$ cat config.mk
export PLATFORM = sky130hd
export DESIGN_NAME = mexp_regs
export DESIGN_NICKNAME = d
export VERILOG_FILES = /design/src/rtl/mexp_regs_pkg.sv /design/src/rtl/mexp_reg_decode.sv /design/src/rtl/mexp_cfg_word.sv /design/src/rtl/mexp_trig_ctrl.sv /design/src/rtl/mexp_irq_ctrl.sv /design/src/rtl/mexp_regs.sv
export SDC_FILE = /design/constraint.sdc
export NUM_CORES = 1
export LEC_CHECK = 0
export ABC_AREA = 0
export BUFFER_PORTS_ARGS = -buffer_cell sky130_fd_sc_hd__buf_2
export CAP_MARGIN = 20
export CORE_MARGIN = 2
export CORE_UTILIZATION = 52
export CTS_CLUSTER_DIAMETER = 100
export CTS_CLUSTER_SIZE = 24
export DETAILED_ROUTE_END_ITERATION = 10
export PLACE_DENSITY = 0.8
export SLEW_MARGIN = 25
export SYNTH_ARGS = -nofsm -noshare
export SYNTH_HDL_FRONTEND = slang
export SYNTH_HIERARCHICAL = 1
export SYNTH_SLANG_ARGS = --single-unit
$ cat constraint.sdc
create_clock -name clk -period 2 [get_ports clk]
set_input_delay 0.2 -clock clk [delete_from_list [all_inputs] [get_ports clk]]
set_output_delay 0.2 -clock clk [all_outputs]
set_load 0.01 [all_outputs]
$ cat src/rtl/mexp_regs_pkg.sv
package mexp_regs_pkg;

  localparam int unsigned REG_W     = 32;
  localparam int unsigned OFS_W     = 12;
  localparam int unsigned TRIG_W    = 2;
  localparam int unsigned BUSY_POS  = 8;
  localparam int unsigned MODE_LO   = 4;
  localparam int unsigned MODE_W    = 2;
  localparam int unsigned OWN_POS   = 8;
  localparam int unsigned HALF_W    = REG_W / 2;
  localparam int unsigned DONE_POS  = 1;
  localparam int unsigned NUM_CFG   = 4;

  localparam logic [OFS_W-1:0] OFS_TRIG   = 12'h000;
  localparam logic [OFS_W-1:0] OFS_CMD    = 12'h048;
  localparam logic [OFS_W-1:0] OFS_BASE   = 12'h04C;
  localparam logic [OFS_W-1:0] OFS_LEN    = 12'h050;
  localparam logic [OFS_W-1:0] OFS_KEYLEN = 12'h058;
  localparam logic [OFS_W-1:0] OFS_MASK   = 12'h3F8;
  localparam logic [OFS_W-1:0] OFS_STAT   = 12'h3FC;

  typedef enum logic [2:0] {
    SEL_NONE,
    SEL_TRIG,
    SEL_CMD,
    SEL_BASE,
    SEL_LEN,
    SEL_KEYLEN,
    SEL_MASK,
    SEL_STAT
  } reg_sel_e;

  localparam logic [REG_W-1:0] CMD_WMASK =
    (REG_W'((1 << MODE_W) - 1) << MODE_LO) | (REG_W'(1) << OWN_POS);

  function automatic reg_sel_e cfg_sel(input int unsigned idx);
    case (idx)
      0:       cfg_sel = SEL_CMD;
      1:       cfg_sel = SEL_BASE;
      2:       cfg_sel = SEL_LEN;
      default: cfg_sel = SEL_KEYLEN;
    endcase
  endfunction

  function automatic logic [REG_W-1:0] cfg_wmask(input int unsigned idx);
    cfg_wmask = (idx == 0) ? CMD_WMASK : '1;
  endfunction

endpackage

$ cat src/rtl/mexp_reg_decode.sv
module mexp_reg_decode
  import mexp_regs_pkg::*;
#(
  parameter int unsigned ADDR_W = 12
) (
  input  logic [ADDR_W-1:0] addr,
  output reg_sel_e          sel
);

  always_comb begin
    sel = SEL_NONE;
    if      (addr == ADDR_W'(OFS_TRIG))   sel = SEL_TRIG;
    else if (addr == ADDR_W'(OFS_CMD))    sel = SEL_CMD;
    else if (addr == ADDR_W'(OFS_BASE))   sel = SEL_BASE;
    else if (addr == ADDR_W'(OFS_LEN))    sel = SEL_LEN;
    else if (addr == ADDR_W'(OFS_KEYLEN)) sel = SEL_KEYLEN;
    else if (addr == ADDR_W'(OFS_MASK))   sel = SEL_MASK;
    else if (addr == ADDR_W'(OFS_STAT))   sel = SEL_STAT;
  end

endmodule

$ cat src/rtl/mexp_cfg_word.sv
module mexp_cfg_word
  import mexp_regs_pkg::*;
#(
  parameter logic [REG_W-1:0] WMASK = '1
) (
  input  logic             clk,
  input  logic             rst_n,
  input  logic             wr,
  input  logic [REG_W-1:0] wdata,
  output logic [REG_W-1:0] q
);

  logic [REG_W-1:0] q_d;
  logic [REG_W-1:0] q_r;

  always_comb begin
    q_d = q_r;
    if (wr) q_d = wdata & WMASK;
  end

  always_ff @(posedge clk or negedge rst_n) begin
    if (!rst_n) q_r <= '0;
    else if (wr) q_r <= q_d;
  end

  assign q = q_r;

endmodule

$ cat src/rtl/mexp_trig_ctrl.sv
module mexp_trig_ctrl
  import mexp_regs_pkg::*;
(
  input  logic              clk,
  input  logic              rst_n,
  input  logic              wr_hit,
  input  logic [TRIG_W-1:0] wr_bits,
  input  logic              done,
  output logic [TRIG_W-1:0] trig_bits,
  output logic              busy,
  output logic [TRIG_W-1:0] go_pulse
);

  logic [TRIG_W-1:0] bits_q, bits_d;
  logic              busy_q, busy_d;
  logic [TRIG_W-1:0] go_q, go_d;
  logic              accept;
  logic              stop;
  logic              upd;

  assign accept = wr_hit && !busy_q && (wr_bits == {TRIG_W{1'b1}});
  assign stop   = wr_hit && (wr_bits == '0);

  always_comb begin
    bits_d = bits_q;
    busy_d = busy_q;
    if (done) busy_d = 1'b0;
    if (stop) begin
      bits_d = '0;
      busy_d = 1'b0;
    end
    if (accept) begin
      bits_d = {TRIG_W{1'b1}};
      busy_d = 1'b1;
    end
  end

  assign upd = done || stop || accept;

  always_comb begin
    go_d = '0;
    if (accept) go_d = wr_bits;
  end

  always_ff @(posedge clk or negedge rst_n) begin
    if (!rst_n) begin
      bits_q <= '0;
      busy_q <= 1'b0;
    end else if (upd) begin
      bits_q <= bits_d;
      busy_q <= busy_d;
    end
  end

  genvar g;
  generate
    for (g = 0; g < TRIG_W; g++) begin : g_go
      always_ff @(posedge clk or negedge rst_n) begin
        if (!rst_n) go_q[g] <= 1'b0;
        else        go_q[g] <= go_d[g];
      end
    end
  endgenerate

  assign trig_bits = bits_q;
  assign busy      = busy_q;
  assign go_pulse  = go_q;

endmodule

$ cat src/rtl/mexp_irq_ctrl.sv
module mexp_irq_ctrl (
  input  logic clk,
  input  logic rst_n,
  input  logic stat_wr,
  input  logic mask_wr,
  input  logic wr_bit,
  input  logic done,
  output logic sts,
  output logic msk,
  output logic irq
);

  logic sts_q, sts_d;
  logic msk_q, msk_d;

  always_comb begin
    sts_d = sts_q;
    if (stat_wr && wr_bit) sts_d = 1'b0;
    if (done)              sts_d = 1'b1;
  end

  always_comb begin
    msk_d = msk_q;
    if (mask_wr) msk_d = wr_bit;
  end

  always_ff @(posedge clk or negedge rst_n) begin
    if (!rst_n) begin
      sts_q <= 1'b0;
      msk_q <= 1'b0;
    end else begin
      if (stat_wr || done) sts_q <= sts_d;
      if (mask_wr)         msk_q <= msk_d;
    end
  end

  assign sts = sts_q;
  assign msk = msk_q;
  assign irq = sts_q & msk_q;

endmodule

$ cat src/rtl/mexp_regs.sv
module mexp_regs
  import mexp_regs_pkg::*;
#(
  parameter int unsigned ADDR_W = 12
) (
  input  logic              clk,
  input  logic              rst_n,
  input  logic [ADDR_W-1:0] bus_addr,
  input  logic              bus_we,
  input  logic [31:0]       bus_wdata,
  output logic [31:0]       bus_rdata,
  input  logic              core_done,
  output logic              core_start,
  output logic              dma_start,
  output logic [1:0]        dma_load_mode,
  output logic              dmem_cpu_own,
  output logic [31:0]       dma_src_base,
  output logic [31:0]       dma_len,
  output logic [15:0]       exp_bits,
  output logic [15:0]       mod_bits,
  output logic              irq
);

  reg_sel_e          sel;
  logic [REG_W-1:0]  cfg_q [NUM_CFG];
  logic [TRIG_W-1:0] trig_bits;
  logic              trig_busy;
  logic [TRIG_W-1:0] go_pulse;
  logic              int_sts;
  logic              int_msk;

  mexp_reg_decode #(.ADDR_W(ADDR_W)) u_dec (
    .addr (bus_addr),
    .sel  (sel)
  );

  genvar gi;
  generate
    for (gi = 0; gi < NUM_CFG; gi++) begin : g_cfg
      mexp_cfg_word #(.WMASK(cfg_wmask(gi))) u_word (
        .clk   (clk),
        .rst_n (rst_n),
        .wr    (bus_we && (sel == cfg_sel(gi))),
        .wdata (bus_wdata),
        .q     (cfg_q[gi])
      );
    end
  endgenerate

  mexp_trig_ctrl u_trig (
    .clk       (clk),
    .rst_n     (rst_n),
    .wr_hit    (bus_we && (sel == SEL_TRIG)),
    .wr_bits   (bus_wdata[TRIG_W-1:0]),
    .done      (core_done),
    .trig_bits (trig_bits),
    .busy      (trig_busy),
    .go_pulse  (go_pulse)
  );

  mexp_irq_ctrl u_irq (
    .clk     (clk),
    .rst_n   (rst_n),
    .stat_wr (bus_we && (sel == SEL_STAT)),
    .mask_wr (bus_we && (sel == SEL_MASK)),
    .wr_bit  (bus_wdata[DONE_POS]),
    .done    (core_done),
    .sts     (int_sts),
    .msk     (int_msk),
    .irq     (irq)
  );

  always_comb begin
    bus_rdata = '0;
    case (sel)
      SEL_TRIG:   bus_rdata = REG_W'(trig_bits) | (REG_W'(trig_busy) << BUSY_POS);
      SEL_CMD:    bus_rdata = cfg_q[0];
      SEL_BASE:   bus_rdata = cfg_q[1];
      SEL_LEN:    bus_rdata = cfg_q[2];
      SEL_KEYLEN: bus_rdata = cfg_q[3];
      SEL_MASK:   bus_rdata = REG_W'(int_msk) << DONE_POS;
      SEL_STAT:   bus_rdata = REG_W'(int_sts) << DONE_POS;
      default:    bus_rdata = '0;
    endcase
  end

  assign core_start    = go_pulse[0];
  assign dma_start     = go_pulse[1];
  assign dma_load_mode = cfg_q[0][MODE_LO +: MODE_W];
  assign dmem_cpu_own  = cfg_q[0][OWN_POS];
  assign dma_src_base  = cfg_q[1];
  assign dma_len       = cfg_q[2];
  assign exp_bits      = cfg_q[3][REG_W-1:HALF_W];
  assign mod_bits      = cfg_q[3][HALF_W-1:0];

endmodule

==> results of run 1 <==
## cells by family after synthesis
family | after synthesis
muxes | 165
other | 1
AOI/OAI and AO/OA | 42
and+or+nand+nor | 37
DFF | 105
buffers and inverters | 63
## sequential cells by signal (all words and copies together), names as in the netlist
name,cells
u_trig/go_pulse,2
u_irq/sts,1
u_irq/msk,1
g_cfg.u_word/q,99
u_trig/trig_bits,1
u_trig/busy,1
## cell type report
class                   instances  area [sq um]  share of cell area [%]
multi-input cells             273          2888                   38.27
repair buffers                226          1556                   20.63
clock inverters                 7         55.05                  0.7296
inverters                       5         18.77                  0.2487
clock buffers                   9         225.2                   2.985
well taps                     140         175.2                   2.321
flip-flops and latches        105          2628                   34.82
## synth_stat cells, types with 2 or more instances
master    number
buf_4         31
nor3_1         3
buf_12        13
buf_6          4
mux2_4        92
dfrtp_1      105
inv_1          4
clkbuf_1       3
nand2b_1       3
o22ai_1       29
mux2_2        12
o211ai_2       2
buf_2          4
nand2_1        8
and2_1         2
a221oi_2       2
nor2_1        10
buf_8          3
mux2i_1       61
o21a_1         2
and3_1         3
nand3_1        2
## through the flow
stage | setup slack (ns) | TNS [ns] | utilization [%] | cells | hold WS, ns
finish | -0.2457 | -5.437 | 68.71 | 765 | 0.06776
global route | -0.3046 | -8.497 | 68.71 | 765 | 0.05605
CTS | -0.2320 | -4.767 | 68.03 | 763 | 0.05416
detailed placement | -0.2676 | -28.63 | 62.98 | 737 | 0.1758
global placement | -0.1881 | -19.98 | 62.98 | 737 | 0.1736
floorplan | -0.1341 | -11.18 | - | 441 | -0.09559
## worst paths after layout
path | to | cells past startpoint
worst min register to register | u_irq/sts | 1
worst max-delay path | bus_rdata[14] | 12
worst max register to register | u_trig/trig_bits[0] | 2
min in group asynchronous | u_trig/go_pulse[0] | 2
max in group asynchronous | g_cfg[3].u_word/q[4] | 3
worst min-delay path | u_irq/sts | 2
## power groups by stage
stage / registers [mW] / clock network (mW) / logic [mW]
4_1_cts: 2.14 / 1.72 / 0.231
2_1_floorplan: 2.19 / 0 / 0.103
5_1_grt: 2.14 / 1.81 / 0.262
3_3_place_gp: 2.18 / 0 / 0.212
3_5_place_dp: 2.18 / 0 / 0.224
6_report: 2.14 / 1.67 / 0.238
## routing by layer
layer / wire length, um / global-route usage [%] / vias to the layer above
met3: 794 / 4.995 / 22
met5: 0 / 0 / -
li1: - / - / 1855
met1: 6154 / 30.37 / 2069
met4: 248 / 7.917 / 0
met2: 7277 / 40.57 / 150
## critical path, delay by kind of cell
kind                   cells  cell delay, ns
buffers and inverters      6            0.76
AOI/OAI and AO/OA          3            0.62
and+or+nand+nor            2            0.39
muxes                      1            0.07
## timing repair
| item | 4_1_cts | 5_1_grt |
|---|---|---|
| gates resized for setup | 25 | 13 |
| hold buffers | 1 | 0 |
| endpoints found under the setup margin | 32 | 100 |
| hold endpoints to repair | 32 | 0 |
| gates cloned | 4 | 0 |
| setup buffers | 5 | 2 |
| pin swaps | 17 | 8 |
==> impl_metrics.env, run 1 <==
export IMPL_cts_sinks=105
export IMPL_p_seq_share_pct=53.0
export IMPL_timing_final_max_slew_violations=0
export IMPL_crit_required_ns=1.80
export IMPL_cts_max_path_buffers=2
export IMPL_synthArstFlopShare_pct=100.0
export IMPL_synth_ff_type="dfrtp_1"
export IMPL_synth_edf_count=0
export IMPL_synth_cell_types=37
export IMPL_status="finished, violations left"
export IMPL_synth_compound_area_share_pct=5.229
export IMPL_vias=4096
export IMPL_violations="negative setup slack"
export IMPL_wl_per_cell_um=18.92
export IMPL_antenna_left=0
export IMPL_syn_area_sq_um=5911
export IMPL_drt_initial_drc_count=193
export IMPL_drc=0
export IMPL_worstSkewPairLatency_ns=0.34
export IMPL_place_area_sq_um=6917
export IMPL_htreeDepth=3
export IMPL_crit_path_start="bus_addr[7]"
export IMPL_seq_area_frac_synth_pct=44.45
export IMPL_setup_viol=32
export IMPL_grt_pass1_vias=4419
export IMPL_fmax_mhz=445.3
export IMPL_r2r_slack_ns=1.16
export IMPL_place_hpwl_mm=9.990
export IMPL_grt_max_degree=50
export IMPL_synth_top_area_cell="dfrtp_1"
export IMPL_switching_share_pct=23.59
export IMPL_cts_tree="built"
export IMPL_power_total_mw=4.047
export IMPL_fin_crit_sh_pct=112.3
export IMPL_ir_drop_mv=0.4791
export IMPL_p_leak_nw=3.847
export IMPL_antenna_found_initial=0
export IMPL_synth_xor_area_share_pct=0
export IMPL_drt_pass1_iter_count=4
export IMPL_cp_slowest_cell="nor4_4"
export IMPL_synth_area_leaders="dfrtp_1, mux2_4, mux2i_1"
export IMPL_worstSetupPathType="in2out"
export IMPL_critPathMaxStageDelay_ns=0.27
export IMPL_fin_nets=668
export IMPL_power_density_nw_per_um2=536.3
export IMPL_synthCells=413
export IMPL_min_period_ns=2.246
export IMPL_endpoint_kind="primary output"
export IMPL_power_frac_clock_pct=41.1
export IMPL_cts_root_buffer="clkbuf_16"
export IMPL_design_area_sq_um=7546
export IMPL_rsz0062_at_grt="yes"
export IMPL_critPathMaxFanout=6
export IMPL_fill_cells=765
export IMPL_wirelength_mm=14.47
export IMPL_finalWeightedCongestion=0.8805
export IMPL_grt_pass1_wl_mm=23.41
export IMPL_pwr_share_comb_pct=5.9
export IMPL_path_cells="buf_8 -> nor4_4 -> nand2_2 -> o22ai_4 -> a41o_4 -> buf_12 -> buf_12 -> buf_12 -> buf_16 -> mux2i_1 -> o22ai_1 -> buf_2"
export IMPL_avgSynthCellArea_sq_um=14.31
export IMPL_fin_skew_ns=0.002063
export IMPL_crit_top_cell="buf_12"
export IMPL_design_portCount=182
export IMPL_setup_slack_ns=-0.2457
export IMPL_yosys_warnings=6
export IMPL_min_delay_start="core_done"
export IMPL_critPathLaunchType="input pin"
export IMPL_synth_top_family_by_area="multiplexers"
export IMPL_coreArea_sq_um=10980
export IMPL_muxShareOfSynthArea_pct=35.99
export IMPL_most_common_layout_cells="buf_2, dfrtp_1, mux2_4, mux2i_1"
export IMPL_hold_class="in2reg"
export IMPL_cts_clk_slew_worst_paths_ns=0.07
export IMPL_dieArea_sq_um=12240
export IMPL_numCtsBuffers=9
export IMPL_num_rows=38
export IMPL_drive_above_1_share_pct=59.68
export IMPL_r2r_start="u_trig/busy"
export IMPL_start_util_pct=53.82
export IMPL_switchingPower_mw=0.9547
export IMPL_maxCapViolations=0
export IMPL_synth_fa_ha_area_share_pct=0
export IMPL_viasPerCell=5.354
export IMPL_overflow=0
export IMPL_die_h_um=110.6
export IMPL_hold_viol_final=0
export IMPL_io_buffers=181
export IMPL_final_common_cell="buf_2"
export IMPL_syn_to_final_growth_pct=27.67
export IMPL_synth_simple_gate_area_share_pct=3.556
export IMPL_antennaDiodeCount=0
export IMPL_crit_arrival_ns=2.05
export IMPL_yosys_area_top_type_share_pct=44.45
export IMPL_fp_dieW_um=110.6
export IMPL_p_int_mw=3.092
export IMPL_grt_use_total_pct=23.84
export IMPL_synth_seq_cells=105
(Power assumes the default switching activity.)
==> run 2: changes to the inputs <==
SETUP_SLACK_MARGIN = 0.1   (was not set)
==> run 2 against run 1 <==
Compared with the run above:
- the run still ends with negative setup slack left
- sequential share of layout area down 2.5 points
- clock skew shrank 0.0015 ns
- register-to-register slack worse by 0.02 ns
- combinational power grew 3%
- final area grew 7.7%
- total power rose by 6.0%
- via count up 5.1%
- hold slack improved by 0.042 ns
- utilization rose by 5.3 points
- die area unchanged
- setup slack worse by 0.074 ns
- critical endpoint is now bus_rdata[8]
- highest routed layer unchanged
==> impl_metrics.env, run 2 (synthesis gave the netlist of run 1 again) <==
export IMPL_status="finished, violations left"
export IMPL_violations="negative setup slack"
export IMPL_design_portCount=182
export IMPL_final_util_pct=74.03
export IMPL_hold_viol_final=0
export IMPL_dieArea_sq_um=12240
export IMPL_fin_crit_sh_pct=116.0
export IMPL_hold_class="in2reg"
export IMPL_grt_pass1_vias=4360
export IMPL_p_seq_share_pct=50.0
export IMPL_drc=0
export IMPL_htreeDepth=3
export IMPL_grt_max_degree=41
export IMPL_crit_arrival_ns=2.12
export IMPL_cp_top_family="compound AO/OA/AOI/OAI gates"
export IMPL_die_h_um=110.6
export IMPL_switchingPower_mw=0.9254
export IMPL_cts_tree="built"
export IMPL_worstSetupPathType="in2out"
export IMPL_place_hpwl_mm=9.961
export IMPL_design_area_sq_um=8130
export IMPL_antennaDiodeCount=0
export IMPL_critPathLaunchType="input pin"
export IMPL_vias=4306
export IMPL_finalWeightedCongestion=0.9279
export IMPL_place_area_sq_um=6909
export IMPL_wl_per_cell_um=21.35
export IMPL_power_total_mw=4.291
export IMPL_fmax_mhz=431.2
export IMPL_grt_use_total_pct=24.32
export IMPL_setup_viol=132
export IMPL_cts_root_buffer="clkbuf_16"
export IMPL_fin_skew_ns=0.0006060
export IMPL_power_density_nw_per_um2=527.8
export IMPL_cts_clk_slew_worst_paths_ns=0.07
export IMPL_finalSetupTns_ns=-23.03
export IMPL_crit_required_ns=1.80
export IMPL_start_util_pct=53.82
export IMPL_timing_final_max_slew_violations=0
export IMPL_antenna_found_initial=0
export IMPL_fin_nets=688
export IMPL_coreArea_sq_um=10980
export IMPL_final_cell_count_no_fill=784
export IMPL_overflow=0
export IMPL_ir_drop_mv=0.3420
export IMPL_setup_slack_ns=-0.3194
export IMPL_fin_hold_ws_ns=0.1100
export IMPL_antenna_left=0
export IMPL_path_cells="buf_6 -> nor4_4 -> nand2_2 -> o22ai_4 -> a41o_4 -> buf_12 -> mux2_4 -> a221oi_2 -> nor2_1 -> buf_2"
export IMPL_min_period_ns=2.319
export IMPL_dp_cells=734
export IMPL_fill_cells=696
export IMPL_power_frac_clock_pct=44.3
export IMPL_crit_buf_inv=3
export IMPL_critPathMaxStageDelay_ns=0.31
export IMPL_largest_reg_flops=99
export IMPL_drt_initial_drc_count=186
export IMPL_cts_sinks=105
export IMPL_final_common_cell="buf_2"
export IMPL_dp_slack_ns=-0.2620
export IMPL_switching_share_pct=21.56
export IMPL_wirelength_mm=16.74
export IMPL_worstSkewPairLatency_ns=0.34
export IMPL_fp_dieW_um=110.6
export IMPL_p_int_mw=3.366
export IMPL_numCtsBuffers=9
export IMPL_viasPerCell=5.492
export IMPL_syn_to_final_growth_pct=37.55
export IMPL_maxCapViolations=0
export IMPL_drt_pass1_iter_count=6
export IMPL_multi_input_area_sq_um=2965
export IMPL_io_buffers=181
export IMPL_cts_max_path_buffers=2
export IMPL_critPathMaxFanout=6
export IMPL_pwr_share_comb_pct=5.7
export IMPL_rsz0062_at_grt="yes"
export IMPL_grt_pass1_wl_mm=23.85
export IMPL_p_leak_nw=4.066
export IMPL_drive_above_1_share_pct=61.65
export IMPL_num_rows=38
export IMPL_endpoint_kind="primary output"
export IMPL_most_common_layout_cells="buf_2, dfrtp_1, mux2_4, mux2i_1, conb_1"
export IMPL_ff_latch_area_sq_um=2628
export IMPL_cp_slowest_cell="mux2_4"
run 2: cell types whose count changed in the layout (fill, tap and decap cells not counted), moves of 3 or more:
cell       previous run  this run
buf_6                10        14
buf_12               11        15
buf_8                 1         4
buf_4                19        15
clkbuf_16             9        21
run 2: area by class of cell:
class / instances / share of cell area, %
clock buffers: 11 / 2.986
clock inverters: 4 / 0.9388
inverters: 5 / 0.2308
multi-input cells: 273 / 36.47
flip-flops and latches: 105 / 32.32
well taps: 140 / 2.155
repair buffers: 246 / 24.90
run 2: repair_timing:
action,4_1_cts,5_1_grt
pin swaps,12,21
gates resized for setup,26,41
endpoints found under the hold margin,30,0
setup buffers,8,10
endpoints found under the setup margin,32,136
gates cloned,5,12
hold buffers,1,0
run 2: final timing paths:
kind	start	slack [ns]	cells past startpoint	endpoint
setup / recovery	bus_addr[5]	-0.32	10	bus_rdata[8]
hold / removal	core_done	0.11	2	u_irq/sts
setup reg to reg	u_trig/busy	1.14	2	u_trig/busy
hold reg to reg	g_cfg[3].u_word/q[22]	0.54	1	g_cfg[3].u_word/q[22]
max in group asynchronous	rst_n	0.88	3	g_cfg[0].u_word/q[8]
min in group asynchronous	rst_n	0.35	2	u_trig/go_pulse[1]
run 2: routing by layer:
layer / vias to the layer above / GRT usage [%] / routed length, um
met1: 2206 / 31.34 / 6861
met3: 24 / 4.665 / 908
li1: 1905 / - / -
met2: 171 / 41.35 / 8692
met4: 0 / 8.000 / 278
met5: - / 0 / 0
run 2: power by group through the flow:
stage | logic (mW) | clock network [mW] | registers, mW
after floorplan | 0.103 | 0 | 2.19
after global placement | 0.216 | 0 | 2.18
after detailed placement | 0.227 | 0 | 2.18
after CTS | 0.235 | 1.92 | 2.14
after global routing | 0.271 | 2.02 | 2.14
final | 0.246 | 1.90 | 2.14
==> run 3: changes to the inputs <==
BUFFER_PORTS_ARGS = not set   (was -buffer_cell sky130_fd_sc_hd__buf_2)
CORE_UTILIZATION = 64   (was 52)
DONT_BUFFER_PORTS = 1   (was not set)
PLACE_DENSITY = 0.79   (was 0.8)
==> run 3 against run 2 <==
Compared with the run above:
- the run ends with negative hold slack, negative setup slack left
- register-to-register slack lost 0.04 ns
- setup slack gained 0.22 ns
- utilization grew 3.8 points
- first-iteration DRC count shrank 29%
- routed wire length shrank 14%
- sequential cell count is the same
- clock skew grew 0.011 ns
- clock power shrank 33%
- non-clock buffer count shrank 161
- sequential power is essentially flat
- final area shrank 13%
- count of clock-buffer cells in the layout is the same
- highest routed layer unchanged
==> impl_metrics.env, run 3 (synthesis gave the netlist of run 1 again) <==
export IMPL_status="finished, violations left"
export IMPL_violations="negative hold slack, negative setup slack"
export IMPL_r2r_slack_ns=1.10
export IMPL_setup_viol=13
export IMPL_power_density_nw_per_um2=507.0
export IMPL_crit_arrival_ns=1.90
export IMPL_endpoint_kind="primary output"
export IMPL_place_hpwl_mm=8.762
export IMPL_cts_max_path_buffers=2
export IMPL_hold_viol_final=105
export IMPL_crit_required_ns=1.80
export IMPL_antenna_found_initial=1
export IMPL_critPathLaunchType="input pin"
export IMPL_design_portCount=182
export IMPL_rsz0062_at_grt="yes"
export IMPL_critPathMaxFanout=7
export IMPL_cts_tree="built"
export IMPL_grt_max_degree=106
export IMPL_ff2ff_path_depth=1
export IMPL_r2r_start="g_cfg[2].u_word/q[9]"
export IMPL_io_buffers=0
export IMPL_p_leak_nw=3.056
export IMPL_drt_pass1_iter_count=4
export IMPL_drc=0
export IMPL_ir_drop_mv=0.4303
export IMPL_power_total_mw=3.596
export IMPL_finalWeightedCongestion=0.8809
export IMPL_antenna_left=0
export IMPL_fill_cells=507
export IMPL_worstSkewPairLatency_ns=0.35
export IMPL_syn_to_final_growth_pct=20.00
export IMPL_grt_use_total_pct=25.90
export IMPL_fin_hold_ws_ns=-0.4879
export IMPL_fin_nets=527
export IMPL_overflow=0
export IMPL_cts_clk_slew_worst_paths_ns=0.11
export IMPL_vias=3600
export IMPL_htreeDepth=3
export IMPL_drive_above_1_share_pct=48.35
export IMPL_dieArea_sq_um=10020
export IMPL_most_common_layout_cells="dfrtp_1, mux2_4, mux2i_1, dlygate4sd3_1, conb_1"
export IMPL_timing_final_max_slew_violations=0
export IMPL_numCtsBuffers=9
export IMPL_final_common_cell="dfrtp_1"
export IMPL_fin_crit_sh_pct=105.1
export IMPL_maxCapViolations=0
export IMPL_ctsHoldBuffers=33
export IMPL_r2r_end="g_cfg[2].u_word/q[9]"
export IMPL_grt_pass1_vias=3777
export IMPL_cts_sinks=105
export IMPL_fp_dieW_um=100.1
export IMPL_setup_slack_ns=-0.1016
export IMPL_viasPerCell=6.040
export IMPL_largest_reg_flops=99
export IMPL_fmax_mhz=475.8
export IMPL_die_h_um=100.1
export IMPL_worstSetupPathType="in2out"
export IMPL_num_rows=35
export IMPL_hold_class="in2async"
export IMPL_start_util_pct=64.89
export IMPL_grt_pass1_wl_mm=20.36
export IMPL_wirelength_mm=14.35
export IMPL_fin_skew_ns=0.01208
export IMPL_coreArea_sq_um=9109
export IMPL_cts_root_buffer="clkbuf_8"
export IMPL_min_period_ns=2.102
export IMPL_wl_per_cell_um=24.07
export IMPL_drt_initial_drc_count=132
[run 3: cell count changes in the layout (fill, tap and decap cells not counted), sizes merged]
| cell | change |
|---|---|
| buf | -184 |
| bufinv | -2 |
| clkbuf | -9 |
| clkinv | +1 |
| diode | +1 |
| dlygate4sd3 | +32 |
| inv | +2 |
[run 3: worst max-delay path, cell delays in order]
cell and delay, ns:
nor4_4 0.27, nand2_2 0.12, o22ai_4 0.18, a41o_4 0.32
buf_4 0.21, buf_12 0.16, mux2i_1 0.26, o22ai_1 0.18
[run 3: how the worst max path moves through the flow]
| stage | cells after the start | to | start | slack (ns) |
|---|---|---|---|---|
| 6_report | 8 | bus_rdata[18] | bus_addr[7] | -0.10 |
| 5_1_grt | 8 | bus_rdata[18] | bus_addr[7] | -0.17 |
| 4_1_cts | 8 | bus_rdata[8] | bus_addr[7] | -0.10 |
| 3_5_place_dp | 8 | bus_rdata[13] | bus_addr[7] | -0.12 |
| 3_3_place_gp | 8 | g_cfg[0].u_word/q[5] | bus_addr[7] | -0.06 |
| 2_1_floorplan | 12 | g_cfg[1].u_word/q[0] | bus_addr[7] | -0.13 |
[run 3: power by group]
group | switching [mW] | leakage [nW] | internal (mW) | total, mW
Combinational | 0.0778 | 1.51 | 0.0925 | 0.170
Clock | 0.765 | 0.0925 | 0.509 | 1.27
Sequential | 0.0193 | 1.46 | 2.13 | 2.15
[run 3: timing repair]
action | CTS | global route
gates resized for setup | 27 | 43
setup buffers | 3 | 8
endpoints found under the hold margin | 209 | 105
cloned | 0 | 4
setup endpoints to repair | 32 | 44
pin swaps | 7 | 7
[run 3: area by class of cell]
cell class	count	area (sq um)	area share (%)
Timing Repair Buffer	85	996.0	14.04
Clock inverter	5	45.04	0.6350
Clock buffer	11	141.4	1.993
Sequential cell	105	2628	37.04
Antenna cell	1	2.502	0.03528
Inverter	5	18.77	0.2646
Tap cell	111	138.9	1.958
Multi-Input combinational cell	273	3123	44.03
[run 3: metal layers]
layer	vias to the layer above	share of wire, %	GRT usage, %
li1	1575	-	-
met1	1849	39	32.03
met2	161	53	44.85
met3	15	7.0	7.173
met4	0	1.1	7.060
met5	-	0	0
[run 3: stage by stage]
| stage | setup TNS (ns) | area, sq um | setup slack [ns] | utilization [%] | std cells |
|---|---|---|---|---|---|
| after global placement | -2.182 | 6055 | -0.06232 | 66.47 | 531 |
| after floorplan | -11.13 | 6082 | -0.1324 | - | 441 |
| final | -0.5203 | 7093 | -0.1016 | 77.87 | 596 |
| after detailed placement | -6.903 | 6055 | -0.1211 | 66.47 | 531 |
| after global routing | -2.922 | 7093 | -0.1683 | 77.87 | 596 |
| after CTS | -1.698 | 6725 | -0.1048 | 73.83 | 583 |
